[config.mk]
export PLATFORM = sky130hd
export DESIGN_NAME = i2c_regbank_target
export DESIGN_NICKNAME = d
export VERILOG_FILES = /design/src/rtl/i2c_tgt_pkg.sv /design/src/rtl/i2c_bus_events.sv /design/src/rtl/i2c_reg_array.sv /design/src/rtl/i2c_tgt_fsm.sv /design/src/rtl/i2c_regbank_target.sv
export SDC_FILE = /design/constraint.sdc
export NUM_CORES = 2
export LEC_CHECK = 0
export BUFFER_PORTS_ARGS = -buffer_cell sky130_fd_sc_hd__buf_2
export CAP_MARGIN = 20
export CELL_PAD_IN_SITES_DETAIL_PLACEMENT = 1
export CELL_PAD_IN_SITES_GLOBAL_PLACEMENT = 2
export CORE_MARGIN = 2
export CORE_UTILIZATION = 40
export DETAILED_ROUTE_END_ITERATION = 6
export PLACE_DENSITY = 0.69
export SETUP_SLACK_MARGIN = 0.1
export SLEW_MARGIN = 20
export SYNTH_ARGS = -nofsm -noshare
export SYNTH_HDL_FRONTEND = slang
export SYNTH_SLANG_ARGS = --single-unit
export TNS_END_PERCENT = 20
[constraint.sdc]
create_clock -name clk -period 2.6 [get_ports clk]
set_clock_uncertainty 0.15 [all_clocks]
set_input_delay 0.26 -clock clk [delete_from_list [all_inputs] [get_ports clk]]
set_output_delay 0.26 -clock clk [all_outputs]
set_load 0.1 [all_outputs]
[src/rtl/i2c_tgt_pkg.sv]
package i2c_tgt_pkg;

   typedef enum logic [3:0] {
      ST_IDLE,
      ST_ADDR,
      ST_ADDR_ACK,
      ST_SUB,
      ST_SUB_ACK,
      ST_WR,
      ST_WR_ACK,
      ST_RD,
      ST_RD_ACK,
      ST_IGNORE
   } tgt_state_e;

endpackage

[src/rtl/i2c_bus_events.sv]
module i2c_bus_events (
   input  logic clk,
   input  logic rst_n,
   input  logic scl_i,
   input  logic sda_i,
   output logic scl_rise,
   output logic scl_fall,
   output logic start_det,
   output logic stop_det
);

   logic scl_q;
   logic sda_q;

   always_ff @(posedge clk or negedge rst_n) begin
      if (!rst_n) begin
         scl_q <= 1'b1;
         sda_q <= 1'b1;
      end else begin
         scl_q <= scl_i;
         sda_q <= sda_i;
      end
   end

   assign scl_rise  =  scl_i & ~scl_q;
   assign scl_fall  = ~scl_i &  scl_q;
   assign start_det =  scl_i &  scl_q &  sda_q & ~sda_i;
   assign stop_det  =  scl_i &  scl_q & ~sda_q &  sda_i;

   a_r10_events_exclusive: assert property (@(posedge clk) disable iff (!rst_n)
      $countones({scl_rise, scl_fall, start_det, stop_det}) <= 1);

endmodule

[src/rtl/i2c_reg_array.sv]
module i2c_reg_array #(
   parameter int unsigned IDX_W          = 7,
   parameter int unsigned DATA_W         = 8,
   parameter bit          CLEAR_ON_RESET = 1'b1
) (
   input  logic              clk,
   input  logic              rst_n,
   input  logic              wr_en,
   input  logic [IDX_W-1:0]  wr_idx,
   input  logic [DATA_W-1:0] wr_data,
   input  logic [IDX_W-1:0]  rd_idx,
   output logic [DATA_W-1:0] rd_data
);

   localparam int unsigned DEPTH = 1 << IDX_W;

   logic [DATA_W-1:0] mem [DEPTH];

   generate
      if (CLEAR_ON_RESET) begin : g_clear
         always_ff @(posedge clk or negedge rst_n) begin
            if (!rst_n) begin
               for (int i = 0; i < DEPTH; i++) mem[i] <= '0;
            end else if (wr_en) begin
               mem[wr_idx] <= wr_data;
            end
         end
      end else begin : g_noclear
         always_ff @(posedge clk) begin
            if (wr_en) mem[wr_idx] <= wr_data;
         end
      end
   endgenerate

   assign rd_data = mem[rd_idx];

   a_r6_write_lands: assert property (@(posedge clk) disable iff (!rst_n)
      wr_en |=> (mem[$past(wr_idx)] == $past(wr_data)));

endmodule

[src/rtl/i2c_tgt_fsm.sv]
module i2c_tgt_fsm
   import i2c_tgt_pkg::*;
#(
   parameter logic [5:0]  ADDR_UPPER = 6'b001110,
   parameter int unsigned IDX_W      = 7,
   parameter int unsigned DATA_W     = 8
) (
   input  logic              clk,
   input  logic              rst_n,
   input  logic              scl_i,
   input  logic              sda_i,
   input  logic              addr_sel_i,
   input  logic              scl_rise,
   input  logic              scl_fall,
   input  logic              start_det,
   input  logic              stop_det,
   input  logic [DATA_W-1:0] rd_data,
   output logic [IDX_W-1:0]  rd_idx,
   output logic              wr_en,
   output logic [IDX_W-1:0]  wr_idx,
   output logic [DATA_W-1:0] wr_data,
   output logic              sda_oe
);

   localparam int unsigned CNT_W  = $clog2(DATA_W + 1);
   localparam int unsigned BIT_IW = $clog2(DATA_W);
   localparam logic [CNT_W-1:0] FULL_CNT = CNT_W'(DATA_W);

   tgt_state_e        state;
   logic [CNT_W-1:0]  cnt;
   logic [DATA_W-1:0] shreg;
   logic [DATA_W-1:0] tx;
   logic [IDX_W-1:0]  ptr;
   logic              inc_q;
   logic              rd_dir;
   logic              mst_ack;
   logic [6:0]        own_addr;
   logic              in_byte;

   assign own_addr = {ADDR_UPPER, addr_sel_i};
   assign in_byte  = (state == ST_ADDR) || (state == ST_SUB) ||
                     (state == ST_WR)   || (state == ST_RD);
   assign rd_idx   = ptr;

   always_ff @(posedge clk or negedge rst_n) begin
      if (!rst_n) begin
         state   <= ST_IDLE;
         cnt     <= '0;
         shreg   <= '0;
         tx      <= '0;
         ptr     <= '0;
         inc_q   <= 1'b0;
         rd_dir  <= 1'b0;
         mst_ack <= 1'b0;
         sda_oe  <= 1'b0;
         wr_en   <= 1'b0;
         wr_idx  <= '0;
         wr_data <= '0;
      end else begin
         wr_en <= 1'b0;
         if (stop_det) begin
            state  <= ST_IDLE;
            sda_oe <= 1'b0;
         end else if (start_det) begin
            state  <= ST_ADDR;
            sda_oe <= 1'b0;
            cnt    <= '0;
         end else begin
            if (scl_rise) begin
               if (in_byte) begin
                  shreg <= {shreg[DATA_W-2:0], sda_i};
                  cnt   <= cnt + 1'b1;
               end
               if (state == ST_RD_ACK) mst_ack <= ~sda_i;
            end
            if (scl_fall) begin
               case (state)
                  ST_ADDR: begin
                     if (cnt == FULL_CNT) begin
                        if (shreg[7:1] == own_addr) begin
                           state  <= ST_ADDR_ACK;
                           sda_oe <= 1'b1;
                           rd_dir <= shreg[0];
                        end else begin
                           state  <= ST_IGNORE;
                        end
                     end
                  end
                  ST_ADDR_ACK: begin
                     cnt <= '0;
                     if (rd_dir) begin
                        state  <= ST_RD;
                        tx     <= rd_data;
                        sda_oe <= ~rd_data[DATA_W-1];
                     end else begin
                        state  <= ST_SUB;
                        sda_oe <= 1'b0;
                     end
                  end
                  ST_SUB: begin
                     if (cnt == FULL_CNT) begin
                        ptr    <= shreg[IDX_W-1:0];
                        inc_q  <= shreg[7];
                        state  <= ST_SUB_ACK;
                        sda_oe <= 1'b1;
                     end
                  end
                  ST_SUB_ACK, ST_WR_ACK: begin
                     state  <= ST_WR;
                     sda_oe <= 1'b0;
                     cnt    <= '0;
                  end
                  ST_WR: begin
                     if (cnt == FULL_CNT) begin
                        wr_en   <= 1'b1;
                        wr_idx  <= ptr;
                        wr_data <= shreg;
                        if (inc_q) ptr <= ptr + 1'b1;
                        state   <= ST_WR_ACK;
                        sda_oe  <= 1'b1;
                     end
                  end
                  ST_RD: begin
                     if (cnt == FULL_CNT) begin
                        sda_oe <= 1'b0;
                        state  <= ST_RD_ACK;
                        if (inc_q) ptr <= ptr + 1'b1;
                     end else begin
                        sda_oe <= ~tx[BIT_IW'(DATA_W - 1) - BIT_IW'(cnt)];
                     end
                  end
                  ST_RD_ACK: begin
                     if (mst_ack) begin
                        state  <= ST_RD;
                        tx     <= rd_data;
                        sda_oe <= ~rd_data[DATA_W-1];
                        cnt    <= '0;
                     end else begin
                        state  <= ST_IGNORE;
                     end
                  end
                  default: ;
               endcase
            end
         end
      end
   end

   a_r11_sda_only_scl_low: assert property (@(posedge clk) disable iff (!rst_n)
      (scl_i && $past(scl_i)) |-> $stable(sda_oe));

   a_r3_ignore_quiet: assert property (@(posedge clk) disable iff (!rst_n)
      (state == ST_IGNORE) |-> (!sda_oe && !wr_en));

   a_r10_stop_idle: assert property (@(posedge clk) disable iff (!rst_n)
      stop_det |=> (state == ST_IDLE && !sda_oe));

   a_r9_ptr_step: assert property (@(posedge clk) disable iff (!rst_n)
      (scl_fall && state == ST_WR && cnt == FULL_CNT && inc_q)
      |=> (ptr == $past(ptr) + IDX_W'(1)));

   a_r5_ptr_hold: assert property (@(posedge clk) disable iff (!rst_n)
      (scl_fall && state == ST_WR && cnt == FULL_CNT && !inc_q)
      |=> (ptr == $past(ptr)));

   a_r4_ack_held: assert property (@(posedge clk) disable iff (!rst_n)
      (state == ST_SUB_ACK && scl_i) |-> sda_oe);

endmodule

[src/rtl/i2c_regbank_target.sv]
module i2c_regbank_target #(
   parameter logic [5:0]  ADDR_UPPER     = 6'b001110,
   parameter int unsigned IDX_W          = 7,
   parameter int unsigned DATA_W         = 8,
   parameter bit          CLEAR_ON_RESET = 1'b1
) (
   input  logic clk,
   input  logic rst_n,
   input  logic scl_i,
   input  logic sda_i,
   input  logic addr_sel_i,
   output logic sda_oe_o
);

   generate
      if (DATA_W != 8) begin : g_bad_width
         $error("i2c_regbank_target: bus bytes are 8 bits wide");
      end
      if (IDX_W < 1 || IDX_W > 7) begin : g_bad_index
         $error("i2c_regbank_target: index width must be 1..7");
      end
   endgenerate

   logic              scl_rise;
   logic              scl_fall;
   logic              start_det;
   logic              stop_det;
   logic [DATA_W-1:0] rd_data;
   logic [IDX_W-1:0]  rd_idx;
   logic              wr_en;
   logic [IDX_W-1:0]  wr_idx;
   logic [DATA_W-1:0] wr_data;

   i2c_bus_events u_events (
      .clk       (clk),
      .rst_n     (rst_n),
      .scl_i     (scl_i),
      .sda_i     (sda_i),
      .scl_rise  (scl_rise),
      .scl_fall  (scl_fall),
      .start_det (start_det),
      .stop_det  (stop_det)
   );

   i2c_tgt_fsm #(
      .ADDR_UPPER (ADDR_UPPER),
      .IDX_W      (IDX_W),
      .DATA_W     (DATA_W)
   ) u_fsm (
      .clk        (clk),
      .rst_n      (rst_n),
      .scl_i      (scl_i),
      .sda_i      (sda_i),
      .addr_sel_i (addr_sel_i),
      .scl_rise   (scl_rise),
      .scl_fall   (scl_fall),
      .start_det  (start_det),
      .stop_det   (stop_det),
      .rd_data    (rd_data),
      .rd_idx     (rd_idx),
      .wr_en      (wr_en),
      .wr_idx     (wr_idx),
      .wr_data    (wr_data),
      .sda_oe     (sda_oe_o)
   );

   i2c_reg_array #(
      .IDX_W          (IDX_W),
      .DATA_W         (DATA_W),
      .CLEAR_ON_RESET (CLEAR_ON_RESET)
   ) u_regs (
      .clk     (clk),
      .rst_n   (rst_n),
      .wr_en   (wr_en),
      .wr_idx  (wr_idx),
      .wr_data (wr_data),
      .rd_idx  (rd_idx),
      .rd_data (rd_data)
   );

endmodule

==> impl_summary.md <==
Timing
The worst hold slack is about 0.082 ns. Setup repair after global routing could not meet its margin everywhere. Based on the critical path, the design can be clocked at up to 0.341 GHz. For the final routed database, the setup TNS stands at -2.26 ns. The part of the cycle the worst path needs is 113%. The relative slew slack is 36.7%. The number of pins exceeding their max-slew limit in the final report is 0. The minimum clock period is just under 3 ns. The number of endpoints failing setup at the final stage is 9. The final count of hold timing violations was 0. The worst-margin pin slew is roughly 0.95 ns. The final setup slack of the worst path is -0.329 ns.

Critical path
The most numerous cell type found on the critical path is sky130_fd_sc_hd__buf_12. On the worst path, the slowest cell contributes a delay of around 0.59 ns. In this run the critical register-to-register path is captured at u_fsm.tx[3].

Of all nets on the critical path, the largest fanout is 8. Across all register-to-register paths, the minimum setup slack is -0.33 ns. The critical path contains buffers and inverters numbering 4 combined. The critical path data required time is 3.04 ns. The slowest stage of the critical path is the sky130_fd_sc_hd__mux4_2 cell.

The kind of end point of the critical path is a flop. The number of cells on the critical path is 8. The kind of critical path is flop to flop. At the worst endpoint, the arrival time is 3.37 ns. Walking the worst path, the cells encountered are buf_12 > buf_12 > buf_12 > mux4_2 > mux4_2 > mux2i_2 > buf_4 > a211oi_4. The startpoint type of the worst setup path is a flop. The number of cells on the worst reg-to-reg path is 8. The kind of cell adding the most delay to the critical path is multiplexers. The worst register-to-register path begins at u_fsm.rd_idx[0].

Logic synthesis
The biggest area consumer among synthesized cells is sky130_fd_sc_hd__dfrtp_1. The flip-flop and latch count after synthesis is between 1000 and 1500. In the synthesized netlist the dominant register cell turns out to be sky130_fd_sc_hd__dfrtp_1. The Yosys step of the flow raised 0 warnings. The count of different cell masters after synthesis is 61.

The part of the Yosys area used for sequential elements is 54.6%. The average cell area after synthesis is 15.8 um^2. The number of enable flip-flop cells after synthesis is 0. In this run the cell area of the synthesized design comes to a little under 50000 um^2. The instance count of the mapped netlist is 3135. The commonest cells after synthesis are sky130_fd_sc_hd__dfrtp_1 (1075), sky130_fd_sc_hd__mux2_2 (995), sky130_fd_sc_hd__mux4_2 (305). The library cell with the highest instance count after synthesis is sky130_fd_sc_hd__dfrtp_1.

The post-synthesis async set-or-reset flop share is 100%. Yosys attributes the largest share of cell area to sky130_fd_sc_hd__dfrtp_1 (54%), sky130_fd_sc_hd__mux2_2 (23%), sky130_fd_sc_hd__mux4_2 (14%), sky130_fd_sc_hd__mux2_1 (1.5%), sky130_fd_sc_hd__clkbuf_1 (1.3%). The share of Yosys cell area claimed by the top area cell type is a little over half.

The number of nets handed over by synthesis was between 3000 and 4000.

Clocking
The number of sinks driven by the clock tree is 1077. The clock passes through at most 3 buffers. The cell sitting at the root of the clock tree is a sky130_fd_sc_hd__clkbuf_16. The clock reaches the later pin of the worst-skew pair after roughly 0.73 ns.

Clock-pin slew was measured on the worst setup and hold paths at roughly 0.06 ns. TritonCTS built the clock tree. CTS built an H-tree with a depth of 3.

Buffers inserted during clock tree synthesis total around 120.

Power and ir drop
The part of the total power dissipated in sequential elements is a little under half. The part of the power in combinational logic is under 10%. The leakage power figure is 27.6 nW. The internal power of the cells totals around 29 mW.

The maximum VDD drop is about 0.62 mV. The total power of the final layout is between 30 and 40 mW. The total power divided by cell area is 634 nW/um^2. The fraction of power spent switching nets is 22.6%. Summed over all nets, the switching power comes to between 8 and 9 mW.

The share of total power in the clock network is about half.

Min path
The hold path startpoint is scl_i. Counting instances, the worst hold path has a depth of 2. For hold timing, the worst endpoint is u_events.scl_q. The classification of the worst-slack hold path is input port to flop.

Floorplanning
The floorplan step set the die height to between 300 and 400 um. The starting utilization of the core area is ~40%. The floorplan step set the die width to about 360 um. The I/O pin count is 6.

In this run the standard cell core region covers around 120000 um^2. The row count is approximately 130. The die covers 126000 um^2.

Place
The count of buffers added on input and output ports is 5. The placed wire-length estimate is roughly 95 mm. The cell count after placement is 4795.

The area of placed instances is roughly 53000 um^2. The congestion estimate from routability-driven global placement came to a little over 0.8.

Drt
In the routed layout, each cell is associated on average with a via count of ~5.7. The routed wirelength normalized by instance count is approximately 28 um. The iteration-0 DRC count of the detailed router is 1894. The routed design has around 140 mm of wire. For this run, design rule violations remaining after detail routing come to 0. The length of the first detailed-routing pass in iterations is 5. The number of antenna-violating nets in the routed design is 0.

The number of vias after detailed routing is about 29000.

Finish
Fill cells in the final layout number approximately 12000. The final layout contains between 3000 and 4000 nets. Excluding fillers, the count of instances in the completed layout stands at 5051. From synthesis to final layout, the design area changed by 17.8%. The post-route standard cell area excluding fillers is roughly 58000 um^2.

In the final layout, the share of cells above drive strength 1 is 55.1%. The diode insertion count for antenna repair is 0.

Global routing
The maximum number of pins on one net before global-route repair is slightly below 100. The total overflow left after global routing is 0. The overall track demand over capacity in global routing is 22.6%. The number of global-route vias before repair was 32424. The number of antenna violations at the first check in global routing is 1. The first global-routing pass estimated 216 mm of wire.

Status
The checks that failed: negative setup slack. The run finished, with violations left.

Job
The number of max-capacitance violations reported is 0.
## final cells by class
class                      count  area [um^2]  area share, %
clock buffer                 170         3600           6.18
clock inverter                57          703           1.21
inverter                      10         37.5         0.0645
multi-input combinational   1815        21600           37.1
sequential                  1077        27000           46.4
tap                         1625         2030           3.49
timing repair buffer         297         3240           5.56
## through the flow
| stage | util (%) | setup slack [ns] |
|---|---|---|
| floorplan | - | 0.141 |
| global placement | 43.5 | -0.385 |
| detailed placement | 43.5 | -0.406 |
| CTS | 47.5 | -0.294 |
| global route | 47.6 | -0.336 |
| finish | 47.6 | -0.329 |
## cells in the final DEF (no fill, tap or decap), types with 7 or more instances in the layout
master	netlist	final
sky130_fd_sc_hd__mux2i_1	28	25
sky130_fd_sc_hd__inv_1	9	9
sky130_fd_sc_hd__o22ai_1	10	10
sky130_fd_sc_hd__nor2_1	94	86
sky130_fd_sc_hd__clkbuf_16	0	126
sky130_fd_sc_hd__o21ai_1	16	10
sky130_fd_sc_hd__nand2b_1	14	13
sky130_fd_sc_hd__nand2_1	116	104
sky130_fd_sc_hd__clkbuf_1	169	14
sky130_fd_sc_hd__nand2_2	0	9
sky130_fd_sc_hd__o21ai_2	0	8
sky130_fd_sc_hd__o21ai_0	12	10
sky130_fd_sc_hd__a21oi_1	22	20
sky130_fd_sc_hd__mux2_2	995	995
sky130_fd_sc_hd__buf_4	12	209
sky130_fd_sc_hd__nor3_2	4	7
sky130_fd_sc_hd__clkbuf_8	0	32
sky130_fd_sc_hd__a211oi_1	11	7
sky130_fd_sc_hd__nand3_1	13	13
sky130_fd_sc_hd__bufinv_16	0	15
sky130_fd_sc_hd__buf_12	0	65
sky130_fd_sc_hd__mux4_2	305	305
sky130_fd_sc_hd__dfrtp_1	1075	1063
sky130_fd_sc_hd__dfrtp_4	0	11
sky130_fd_sc_hd__nor2b_1	9	9
sky130_fd_sc_hd__mux2_1	64	64
sky130_fd_sc_hd__clkinv_2	0	31
## sequential cells by signal, summed over array words and instances, names as in the netlist, 4 cells and up
name           count
u_fsm.tx           8
u_fsm.shreg        8
u_fsm.cnt          4
u_fsm.wr_data      8
u_fsm.wr_idx       7
u_fsm.state        4
u_regs.mem      1024
u_fsm.rd_idx       7
## kinds of logic after synthesis
logic type / after synthesis / share of synthesized area, %
simple gates: 303 / 2.94
mux: 1392 / 38.6
xor+xnor: 2 / 0.0355
compound gates: 115 / 1.56
flops: 1077 / 54.6
buf+inv: 243 / 2.20
fa+ha+maj: 3 / 0.0760
## layer usage
layer	up-vias	GRT usage, %	wire, um
li1	12125	-	-
met1	16095	30.1	60600
met2	451	39.1	71700
met3	185	3.04	4410
met4	0	5.79	3460
met5	-	0	0
## worst reg2reg max path: stages (launching register included)
cell and delay [ns]:
sky130_fd_sc_hd__dfrtp_4 0.55, sky130_fd_sc_hd__buf_12 0.20, sky130_fd_sc_hd__buf_12 0.14, sky130_fd_sc_hd__buf_12 0.13
sky130_fd_sc_hd__mux4_2 0.59, sky130_fd_sc_hd__mux4_2 0.53, sky130_fd_sc_hd__mux2i_2 0.22, sky130_fd_sc_hd__buf_4 0.20
sky130_fd_sc_hd__a211oi_4 0.07
## power groups by stage
| stage | combinational (mW) | clock [mW] | sequential [mW] |
|---|---|---|---|
| floorplan | 0.665 | 0 | 17.4 |
| global placement | 1.40 | 0 | 17.5 |
| detailed placement | 1.45 | 0 | 17.5 |
| CTS | 1.49 | 18.7 | 17.2 |
| global route | 1.63 | 19.3 | 17.2 |
| finish | 1.49 | 18.2 | 17.2 |
## how the worst max path moves through the flow
stage / slack, ns / startpoint / end
after floorplan: 0.14 / u_fsm.rd_idx[0] / u_fsm.tx[6]
after global placement: -0.38 / u_fsm.rd_idx[0] / u_fsm.tx[3]
after detailed placement: -0.41 / u_fsm.rd_idx[0] / u_fsm.tx[3]
after CTS: -0.29 / u_fsm.rd_idx[0] / u_fsm.tx[3]
after global routing: -0.34 / u_fsm.rd_idx[0] / u_fsm.tx[0]
final: -0.33 / u_fsm.rd_idx[0] / u_fsm.tx[3]
## what timing repair did
action	CTS	global route
hold endpoints to repair	912	0
pin swaps	5	4
setup buffers	17	3
cloned	3	2
endpoints found under the setup margin	121	94
resized for setup	42	33
hold buffers	4	0
Note: power is estimated with default switching activity, not from simulation.
